==> src/rtl/sfm_pkg.sv <==
package sfm_pkg;
  localparam int unsigned SFM_WORD_W = 20;
  localparam int unsigned SFM_FRAC_W = 19;

  typedef enum logic {
    CAP_IDLE = 1'b0,
    CAP_RUN  = 1'b1
  } cap_state_t;
endpackage

==> src/rtl/sfm_frame_ctrl.sv <==
module sfm_frame_ctrl
  import sfm_pkg::*;
#(
  parameter int unsigned WORD_W = SFM_WORD_W
) (
  input  logic clk,
  input  logic rst,
  input  logic frame_in,
  input  logic start,
  output logic shift_en,
  output logic last_bit
);
  localparam int unsigned CW = $clog2(WORD_W);
  localparam logic [CW-1:0] LAST = CW'(WORD_W - 1);

  cap_state_t    state;
  logic [CW-1:0] cnt;
  logic          kick;

  assign kick     = (state == CAP_IDLE) && frame_in && start;
  assign shift_en = kick || (state == CAP_RUN);
  assign last_bit = (state == CAP_RUN) && (cnt == LAST);

  always_ff @(posedge clk) begin
    if (rst) begin
      state <= CAP_IDLE;
      cnt   <= '0;
    end else if (kick) begin
      state <= CAP_RUN;
      cnt   <= CW'(1);
    end else if (state == CAP_RUN) begin
      if (cnt == LAST) begin
        state <= CAP_IDLE;
        cnt   <= '0;
      end else begin
        cnt <= cnt + CW'(1);
      end
    end
  end

  // Bit counter stays inside the frame while capturing.
  assert_cnt_bound_R2: assert property (@(posedge clk) disable iff (rst)
    (state == CAP_RUN) |-> (cnt != '0 && cnt <= LAST));

  // Strobes seen mid-frame do not disturb the count.
  assert_midframe_ignored_R4: assert property (@(posedge clk) disable iff (rst)
    (state == CAP_RUN && cnt != LAST) |=> (state == CAP_RUN && cnt == $past(cnt) + CW'(1)));

  // Idle with an unqualified strobe stays idle.
  assert_lone_strobe_R3: assert property (@(posedge clk) disable iff (rst)
    (state == CAP_IDLE && !(frame_in && start)) |=> (state == CAP_IDLE));
endmodule

==> src/rtl/sfm_deser.sv <==
module sfm_deser
  import sfm_pkg::*;
#(
  parameter int unsigned WORD_W = SFM_WORD_W
) (
  input  logic              clk,
  input  logic              rst,
  input  logic              shift_en,
  input  logic              sd,
  output logic [WORD_W-1:0] word_now
);
  logic [WORD_W-1:0] sr;

  // Incoming bit enters at the top; after WORD_W shifts bit 0 sits at the bottom.
  assign word_now = {sd, sr[WORD_W-1:1]};

  always_ff @(posedge clk) begin
    if (rst)           sr <= '0;
    else if (shift_en) sr <= word_now;
  end
endmodule

==> src/rtl/sfm_fx_mul.sv <==
module sfm_fx_mul
  import sfm_pkg::*;
#(
  parameter int unsigned WORD_W = SFM_WORD_W,
  parameter int unsigned FRAC_W = SFM_FRAC_W
) (
  input  logic [WORD_W-1:0] a,
  input  logic [WORD_W-1:0] b,
  output logic [WORD_W-1:0] prod
);
  localparam int unsigned PW = 2 * WORD_W;

  logic signed [PW-1:0] a_x, b_x, full;

  assign a_x  = $signed({{WORD_W{a[WORD_W-1]}}, a});
  assign b_x  = $signed({{WORD_W{b[WORD_W-1]}}, b});
  assign full = a_x * b_x;
  assign prod = WORD_W'(full >>> FRAC_W);
endmodule

==> src/rtl/sfm_ser.sv <==
module sfm_ser
  import sfm_pkg::*;
#(
  parameter int unsigned WORD_W = SFM_WORD_W
) (
  input  logic              clk,
  input  logic              rst,
  input  logic              load,
  input  logic [WORD_W-1:0] word,
  output logic              res_sd,
  output logic              res_valid
);
  localparam int unsigned CW = $clog2(WORD_W);
  localparam logic [CW-1:0] LAST = CW'(WORD_W - 1);

  logic [WORD_W-1:0] sh;
  logic [CW-1:0]     left;

  always_ff @(posedge clk) begin
    if (rst) begin
      sh        <= '0;
      left      <= '0;
      res_sd    <= 1'b0;
      res_valid <= 1'b0;
    end else if (load) begin
      res_sd    <= word[0];
      sh        <= word >> 1;
      left      <= LAST;
      res_valid <= 1'b1;
    end else if (left != '0) begin
      res_sd    <= sh[0];
      sh        <= sh >> 1;
      left      <= left - CW'(1);
      res_valid <= 1'b1;
    end else begin
      res_sd    <= 1'b0;
      res_valid <= 1'b0;
    end
  end

  assert_load_opens_frame_R7: assert property (@(posedge clk) disable iff (rst)
    load |=> (res_valid && left == LAST));

  assert_frame_closes_R7: assert property (@(posedge clk) disable iff (rst)
    (res_valid && left == '0 && !load) |=> !res_valid);

  // A new word only lands when the previous frame is on its final bit.
  assert_no_truncated_frame_R8: assert property (@(posedge clk) disable iff (rst)
    (load && res_valid) |-> (left == '0));
endmodule

==> src/rtl/serial_fx_mult.sv <==
module serial_fx_mult
  import sfm_pkg::*;
#(
  parameter int unsigned WORD_W = SFM_WORD_W,
  parameter int unsigned FRAC_W = SFM_FRAC_W
) (
  input  logic clk,
  input  logic rst,
  input  logic frame_in,
  input  logic start,
  input  logic op_a_sd,
  input  logic op_b_sd,
  output logic res_sd,
  output logic res_valid
);
  localparam int unsigned N_OPS = 2;

  logic              shift_en, last_bit;
  logic [N_OPS-1:0]  sd_in;
  logic [WORD_W-1:0] op_word [N_OPS];
  logic [WORD_W-1:0] product;

  assign sd_in = {op_b_sd, op_a_sd};

  sfm_frame_ctrl #(.WORD_W(WORD_W)) u_ctrl (
    .clk      (clk),
    .rst      (rst),
    .frame_in (frame_in),
    .start    (start),
    .shift_en (shift_en),
    .last_bit (last_bit)
  );

  for (genvar g = 0; g < N_OPS; g++) begin : g_op
    sfm_deser #(.WORD_W(WORD_W)) u_deser (
      .clk      (clk),
      .rst      (rst),
      .shift_en (shift_en),
      .sd       (sd_in[g]),
      .word_now (op_word[g])
    );
  end

  sfm_fx_mul #(.WORD_W(WORD_W), .FRAC_W(FRAC_W)) u_mul (
    .a    (op_word[0]),
    .b    (op_word[1]),
    .prod (product)
  );

  sfm_ser #(.WORD_W(WORD_W)) u_ser (
    .clk       (clk),
    .rst       (rst),
    .load      (last_bit),
    .word      (product),
    .res_sd    (res_sd),
    .res_valid (res_valid)
  );

  assert_result_next_clock_R7: assert property (@(posedge clk) disable iff (rst)
    last_bit |=> res_valid);
endmodule

==> config.mk <==
export PLATFORM = sky130hd
export DESIGN_NAME = serial_fx_mult
export DESIGN_NICKNAME = d
export VERILOG_FILES = /design/src/rtl/sfm_pkg.sv /design/src/rtl/sfm_frame_ctrl.sv /design/src/rtl/sfm_deser.sv /design/src/rtl/sfm_fx_mul.sv /design/src/rtl/sfm_ser.sv /design/src/rtl/serial_fx_mult.sv
export SDC_FILE = /design/constraint.sdc
export NUM_CORES = 1
export LEC_CHECK = 0
export ABC_AREA = 1
export ABC_CLOCK_PERIOD_IN_PS = 8500
export BUFFER_PORTS_ARGS = -buffer_cell sky130_fd_sc_hd__buf_2
export CAP_MARGIN = 20
export CELL_PAD_IN_SITES_DETAIL_PLACEMENT = 2
export CELL_PAD_IN_SITES_GLOBAL_PLACEMENT = 2
export CORE_MARGIN = 10
export CORE_UTILIZATION = 40
export DETAILED_ROUTE_END_ITERATION = 16
export GPL_ROUTABILITY_DRIVEN = 0
export MAX_ROUTING_LAYER = met4
export PLACE_DENSITY_LB_ADDON = 0.2
export SYNTH_ARGS = -nofsm -noshare
export SYNTH_HDL_FRONTEND = slang
export SYNTH_SLANG_ARGS = --single-unit
==> constraint.sdc <==
create_clock -name clk -period 8.5 [get_ports clk]
set_input_delay 0.85 -clock clk [delete_from_list [all_inputs] [get_ports clk]]
set_output_delay 0.85 -clock clk [all_outputs]
set_load 0.05 [all_outputs]
# Yosys cells after proc, flatten, opt, wreduce, memory -nomap -nowiden
# Index checks and enable logic that the tools add are counted.
# totals
reg_bits	72
latch_bits	0
ramBits	0
mem_bits_ro	0
in_bits	6
out_inout_bits	2
mem_count	0
# op_classes
add_sub_neg	2
mul	1
n_div	0
order_cmp	0
eq_ne	1
shifts	0
muxes	14
bitwise_logic	1
n_reduce_logical	9
# ops
operator	n
multiplier 20 x 20 -> 39 bit	1
2-to-1 mux 19 bit	2
2-to-1 mux 5 bit	3
2-to-1 mux 1 bit	9
adder 5 x 1 -> 5 bit (second input constant)	1
== test 5 bit (second input constant)	1
nonzero test 5 bit	1
subtractor 5 x 1 -> 5 bit (second input constant)	1
nonzero test 2 bit	2
OR reduction 2 bit	2
logical AND 1 bit	3
logical OR 1 bit	1
NOT 1 bit	1

# Depth between registers and ports, before layout
# Gate-level depths: netlist (run 1).
# logic_depth
word_depth	4
depth_mapped	31
ltp_nobuf	30

# By module
# From an unflattened synthesis (run 1), not the netlist that was laid out.
# hier_totals
cells_unflattened	2560
hier_area_um2	19135.9
# modules_own_cells
module	instances	cells_each	area_per_inst_um2	seq_area_each_um2
sfm_fx_mul	1	2090	15867.7	0.0
sfm_deser	2	121	853.3	380.4
sfm_ser	1	182	1267.5	520.5
sfm_frame_ctrl	1	46	294.0	120.1

# Least setup slack after synthesis (run 1)
# Ideal clock, no wire load.
# synth_path
kind	input to register
start	input port op_a_sd
end	register u_ser.sh[17]
setup_ns	0.132
t_arrival_ns	6.771
path_slack_ns	1.597
stages	26
path_buffers	2
cell_sequence	buf_4 -> clkbuf_1 -> nand2_1 -> fa_1 -> inv_1 -> fa_1 -> inv_1 -> fa_1 -> inv_1 -> fa_1 -> fa_1 -> fa_1 -> inv_1 -> fa_1 -> inv_1 -> ha_1 -> a21oi_1 -> o21ai_0 -> a21oi_1 -> nor2_1 -> nor2_1 -> nand2_1 -> nand2_1 -> nand3_1 -> nand2_1 -> a21oi_1
# synth_via
elab_chain_cells	2
# synth_lines
element	line_no	source
start: declaration	serial_fx_mult.sv:11	input logic op_a_sd,
multiplier 20 x 20 -> 39 bit	sfm_fx_mul.sv:17	assign full = a_x * b_x;
2-to-1 mux 19 bit	sfm_ser.sv:25	end else if (load) begin
end signal: assignment	sfm_ser.sv:27	sh <= word >> 1;
end signal: assignment	sfm_ser.sv:32	sh <= sh >> 1;
end: declaration	sfm_ser.sv:16	logic [WORD_W-1:0] sh;
# Every way passes these cells.
# A chain may end at the register's enable or synchronous reset.

# Final worst setup path (run 1)
# layout_path
start	input port op_a_sd
end	register u_ser.sh[18]
# The elaborated chain is that of the path after synthesis.

==> results of run 1 <==
-- worst paths after layout --
| kind | start | endpoint | slack [ns] | cells past startpoint |
|---|---|---|---|---|
| max | op_a_sd | u_ser.sh[18] | 0.77 | 25 |
| min | u_ser.sh[8] | u_ser.sh[8] | 0.47 | 2 |
| max reg2reg | g_op[1].u_deser.sr[10] | u_ser.sh[13] | 1.26 | 25 |
| min reg2reg | u_ser.sh[8] | u_ser.sh[8] | 0.47 | 2 |
-- cell usage after synthesis, types with 4 or more instances --
master / instances
nor2_1: 171
inv_2: 4
ha_1: 105
o21ai_1: 12
xor2_1: 10
o21ai_0: 54
nand2_1: 601
fa_1: 412
o21a_1: 4
clkbuf_1: 96
xnor2_1: 7
a21oi_1: 61
buf_2: 5
or2_2: 5
nand3_1: 49
a21o_1: 5
inv_1: 718
o21bai_1: 5
dfxtp_1: 70
nand4_1: 6
nor3_1: 12
-- area by class of cell --
| type | instances | area [µm²] |
|---|---|---|
| fillers | 5346 | 25800 |
| multi-input cells | 1540 | 13900 |
| inverters | 722 | 2710 |
| flip-flops and latches | 70 | 1400 |
| well taps | 600 | 751 |
| repair buffers | 58 | 498 |
| clock buffers | 9 | 225 |
| clock inverters | 7 | 121 |
-- kinds of logic after synthesis --
kind of cell / after synthesis / share of synthesized area, %
and+or+nand+nor: 857 / 18.3
buffers and inverters: 826 / 16.9
adders and majority gates: 517 / 52.0
AOI/OAI and AO/OA: 148 / 4.33
DFF: 70 / 7.62
xor gates and xnor gates: 17 / 0.810
muxes: 1 / 0.0544
-- placed cells by master, fill, tap and decap left out, types with 9 or more instances in the layout --
master       n
a21oi_1     61
o21ai_0     54
fa_1       412
xor2_1      10
nor2_1     170
o21ai_1     12
nand2_1    601
buf_4       47
ha_1       105
clkbuf_16    9
nand3_1     49
dfxtp_1     70
inv_1      718
nor3_1      12
-- power groups by stage --
stage | logic (mW) | clock network [mW] | registers [mW]
after floorplan | 3.08 | 0 | 0.389
after global placement | 4.24 | 0 | 0.441
after detailed placement | 4.58 | 0 | 0.446
after CTS | 4.66 | 0.461 | 0.439
after global routing | 5.26 | 0.475 | 0.435
final | 4.65 | 0.454 | 0.430
-- layer usage --
metal  up-vias  wire length, µm  global-route usage (%)
li1       6779                -                       -
met1      8036            25800                    27.8
met2       250            35600                    47.6
met3       151             1460                    1.82
met4         0             2910                    10.3
met5         -                0                       -
-- flip-flops by register name (all words and copies together) (netlist names) --
register,flops
u_ser.res_valid,1
u_ctrl.state,1
u_ser.res_sd,1
u_ctrl.cnt,5
u_ser.left,5
u_ser.sh,19
g_op.u_deser.sr,38
-- metrics by stage --
stage | hold slack (ns) | instances | util (%) | setup WS (ns) | area, µm²
2_1_floorplan | 0.445 | 2436 | - | 1.60 | 18400
3_3_place_gp | 0.452 | 2986 | 42.2 | 1.01 | 19100
3_5_place_dp | 0.463 | 2986 | 42.2 | 0.462 | 19100
4_1_cts | 0.473 | 3002 | 42.9 | 0.756 | 19500
5_1_grt | 0.492 | 3006 | 43.2 | 0.379 | 19600
6_report | 0.467 | 3006 | 43.2 | 0.774 | 19600
-- critical path, stage by stage --
cell	delay, ns
buf_2	0.42
nand2_1	0.28
fa_1	0.64
inv_1	0.14
fa_1	0.58
inv_1	0.06
fa_1	0.82
inv_1	0.29
fa_1	0.60
fa_1	0.61
inv_1	0.06
fa_1	0.47
fa_1	0.54
inv_1	0.06
ha_1	0.33
inv_1	0.10
nor3_1	0.28
nand2_1	0.11
nor2_1	0.16
nand3_1	0.10
nand3_1	0.12
inv_1	0.05
nand3_1	0.07
nand3_1	0.07
a21oi_1	0.16
==> summary.txt, run 1 <==
Outcome: completed
LEAKAGE: 11.7 nW
Area growth, synth to finish: 6.51%
Vias per inst: 5.06
Dominant cells by area after synthesis: fa_1 (45%), inv_1 (15%), nand2_1 (12%), dfxtp_1 (7.6%), ha_1 (7.1%)
Total wire length: 65800 µm
PD cells: 282 mW/mm²
I/O Buffers: 7
Routed Antenna Nets: 0
Critical Path Start Type: input pin
RSZ-0062 raised after global routing: false
Sequential share of the synthesized area: 7.62%
Critical Path AT: 8.00 ns
Max Slew Vio Count: 0
Num CTS Buffers: 9
Synthesis-stage register bit count: 70
Pin count of the biggest net entering global routing: 41
Final min period: 7.73 ns
CTS tree: built
Worst Tran Pin Value: 1.08 ns
HPWL Detailed: 53500 µm
Finish-stage setup viols: 0
CTS root buf: clkbuf_16
Core area: 0.0454 mm²
CP max FO: 21
Fmax: 0.129 GHz
Yosys warns: 0
Number of setup buffers added after CTS: 0
Die width: 234 µm
Post-synth cell types: 36
Peak VDD IR: 0.327 mV
Clock-pin slew on the worst setup and hold paths: 0.06 ns
First-pass GRT wire length: 104000 µm
Int Pwr: 2.22 mW
Syn Area/Cell: 7.55 µm²
CTS resizes: 0
Share of layout cells above drive strength 1: 3.70%
Asr flop ratio synth: 0%
Remaining DRCs: 0
Switching Share: 59.8%
Die ar.: 0.0549 mm²
Tcrit/Tclk final: 90.9%
Synth Flop Type: dfxtp_1
Worst Skew: 0.0111 ns
Share of the synthesized area in the top cell type: 44.9%
Worst skew pair latency: 0.35 ns
Rows: 78
Combinational power share: 84.0%
Gate count of the mapped netlist: 2436
Critical Path Sink Type: flop
P_sw: 3.31 mW
# Max-Cap Violations: 0
Initial DRC Count: 624
CTS Hold Bufs: 0
Die Ht: 234 µm
EDFF count, synth: 0
Hold Violations, Final: 0
# diodes: 0
Pre-Repair DR Iteration Count: 5
Worst Path Required: 8.77 ns
Relative slew slack: 27.6%
Via count: 15200
Hold WC Path Type: reg2reg
Post-DR wirelength/cell: 21.9 µm
H-Tree Depth: 3
IO Count: 8
Flop pwr share: 7.8%
Final nets: 2924
Number of global-route vias before repair: 18600
Mapped Area: 0.0184 mm²
Clock tree sinks: 70
GRT overflow: 0
GRT Util Overall: 25.6%
Cell taking the most area after synthesis: fa_1
Clock power share: 8.2%
Clock Tree Buf Depth: 2
Critical path type: in2reg
Final TNS setup: 0 ns
Mapped Nets: 2959
Initial Util: 40.5%
Power, Total: 5.53 mW
Initial antenna violation count: 0
Power figures use the tool's default switching activity.
==> run 2: changes to the inputs <==
--- a/config.mk
+++ b/config.mk
@@ -11,6 +11,7 @@
 export CAP_MARGIN = 20
 export CELL_PAD_IN_SITES_DETAIL_PLACEMENT = 2
 export CELL_PAD_IN_SITES_GLOBAL_PLACEMENT = 2
+export CORE_ASPECT_RATIO = 1.5
 export CORE_MARGIN = 10
 export CORE_UTILIZATION = 40
 export DETAILED_ROUTE_END_ITERATION = 16
==> run 2 against run 1 <==
Total power down 1.5%. Fmax up 6.2%. Die area is 0.32% higher. Global-route usage decreased by 0.31 points. Flip-flop and latch count is the same. Routed wire length fell by 1.1%. Non-clock buffer count fell by 5. Largest cell class unchanged. First-iteration DRC count down 13%. Cell area fell by 0.66%. Highest routed layer unchanged.
==> summary.txt, run 2 (synthesis gave the netlist of run 1 again) <==
GRT Util Overall: 25.3% (was 25.6%)
CP dominant cell by count: fa_1
Number of global-route vias before repair: 18700 (was 18600)
Reg with most FFs: g_op.u_deser.sr (unchanged)
Final Instance Area: 0.0195 mm² (was 0.0196 mm²)
Number of setup buffers added after CTS: 0 (unchanged)
Clock-pin slew on the worst setup and hold paths: 0.06 ns (about the same)
# diodes: 0 (unchanged)
WP buf/inv: 8 (unchanged)
CP max FO: 13 (was 21)
CTS root buf: clkbuf_16 (unchanged)
Routed Antenna Nets: 0 (unchanged)
Commonest non-fill, non-tap cells in the layout: inv_1 (718), nand2_1 (601), fa_1 (412) (unchanged)
CTS Hold Bufs: 0 (unchanged)
# Max-Cap Violations: 0 (unchanged)
Die ar.: 0.0551 mm² (was 0.0549 mm²)
Num CTS Buffers: 9 (unchanged)
H-Tree Depth: 3 (unchanged)
Max reg flops: 38 (unchanged)
CTS resizes: 0 (unchanged)
Initial DRC Count: 541 (was 624)
Most common cell after layout, fill and taps aside: inv_1 (unchanged)
Worst Path Required: 8.73 ns (was 8.77 ns)
Relative slew slack: 32.0% (was 27.6%)
Worst r2r path cells: 22 (was 25)
Share of layout cells above drive strength 1: 3.46% (was 3.70%)
Worst Skew: 0.0151 ns (was 0.0111 ns)
HPWL Detailed: 54400 µm (was 53500 µm)
Peak VDD IR: 0.256 mV (was 0.327 mV)
First-pass GRT wire length: 104000 µm (about the same)
RSZ-0062 raised after global routing: false (unchanged)
Slowest CP cell: fa_1 (unchanged)
Area growth, synth to finish: 5.80% (was 6.51%)
Largest stage delay, worst path: 0.64 ns (was 0.82 ns)
Largest regs: g_op.u_deser.sr: 38 flops, u_ser.sh: 19 flops (unchanged)
Worst skew pair latency: 0.37 ns (was 0.35 ns)
Reg-to-reg startpoint: g_op[1].u_deser.sr[11] (was g_op[1].u_deser.sr[10])
Max Slew Vio Count: 0 (unchanged)
Worst Hold Depth: 2 (unchanged)
Critical Path Start Type: input pin (unchanged)
Pre-Repair DR Iteration Count: 4 (was 5)
Reg2reg end: u_ser.sh[11] (was u_ser.sh[13])
Via count: 15000 (was 15200)
Clock tree sinks: 70 (unchanged)
Hold Violations, Final: 0 (unchanged)
Initial antenna violation count: 1 (was 0)
LEAKAGE: 11.6 nW (was 11.7 nW)
Outcome: completed (unchanged)
Cell Area, Placed: 0.0191 mm² (about the same)
Min-Delay Endpoint: u_ser.sh[14] (was u_ser.sh[8])
Crit path max-delay family: adder cells (unchanged)
I/O Buffers: 7 (unchanged)
Clock Tree Buf Depth: 2 (unchanged)
GRT overflow: 0 (unchanged)
Worst Tran Pin Value: 1.02 ns (was 1.08 ns)
Vias per inst: 5.03 (was 5.06)
Tcrit/Tclk final: 85.6% (was 90.9%)
Critical Path AT: 7.50 ns (was 8.00 ns)
Final nets: 2919 (was 2924)
CTS tree: built (unchanged)
Total wire length: 65100 µm (was 65800 µm)
Final TNS setup: 0 ns (unchanged)
Final min period: 7.28 ns (was 7.73 ns)
Fmax: 0.137 GHz (was 0.129 GHz)
IO Count: 8 (unchanged)
Rows: 96 (was 78)
Pin count of the biggest net entering global routing: 41 (unchanged)
Remaining DRCs: 0 (unchanged)
Die width: 195 µm (was 234 µm)
Critical path type: in2reg (unchanged)
Critical Path Sink Type: flop (unchanged)
Hold WC Path Type: reg2reg (unchanged)
HP Start: u_ser.sh[14] (was u_ser.sh[8])
Initial Util: 40.3% (was 40.5%)
PD cells: 280 mW/mm² (was 282 mW/mm²)
Die Ht: 283 µm (was 234 µm)
Reg2Reg Setup Slack: 1.27 ns (was 1.26 ns)
Finish-stage setup viols: 0 (unchanged)
Post-DR wirelength/cell: 21.8 µm (was 21.9 µm)
Core area: 0.0456 mm² (was 0.0454 mm²)
==> run 2: final cells by class <==
type / count / area, µm²
Clock inverter: 5 / 58.8
Fill cell: 5364 / 26200
Inverter: 722 / 2710
Multi-Input combinational cell: 1540 / 13900
Tap cell: 588 / 736
Timing Repair Buffer: 53 / 428
Sequential cell: 70 / 1400
Clock buffer: 11 / 243
==> run 2: report_power, final <==
group	switching [mW]	internal, mW
Sequential	0.0824	0.357
Combinational	3.02	1.57
Clock	0.182	0.236
Total	3.28	2.17
==> run 2: how the worst max path moves through the flow <==
| stage | start | endpoint | slack [ns] | cells after the start |
|---|---|---|---|---|
| after CTS | op_a_sd | u_ser.sh[18] | 1.19 | 26 |
| final | op_a_sd | u_ser.sh[17] | 1.22 | 25 |
| after global placement | op_a_sd | u_ser.sh[11] | 1.14 | 25 |
| after global routing | op_a_sd | u_ser.sh[13] | 0.75 | 25 |
| after detailed placement | op_a_sd | u_ser.sh[14] | 0.84 | 24 |
| after floorplan | op_a_sd | u_ser.sh[17] | 1.60 | 26 |
==> run 2: worst min-delay path, delay by kind of cell, from the launching register on <==
family | cells | cell delay [ns]
compound gates | 1 | 0.05
flops | 1 | 0.31
simple gates | 1 | 0.06
==> run 2: routing by layer <==
layer | GRT usage, % | part of all wire, %
met2 | 50.0 | 58
met4 | 11.8 | 5.1
met5 | - | 0
met1 | 24.0 | 35
met3 | 2.32 | 1.8
==> run 2: metrics by stage <==
step                power, mW  utilization, %  hold slack [ns]  cells  worst slack [ns]
detailed placement       5.07            41.9            0.458   2971             0.837
global route             6.11            42.6            0.485   2989             0.750
finish                   5.45            42.6            0.470   2989              1.22
floorplan                3.47               -            0.445   2436              1.60
global placement         4.76            41.8            0.454   2970              1.14
CTS                      5.53            42.5            0.468   2987              1.19
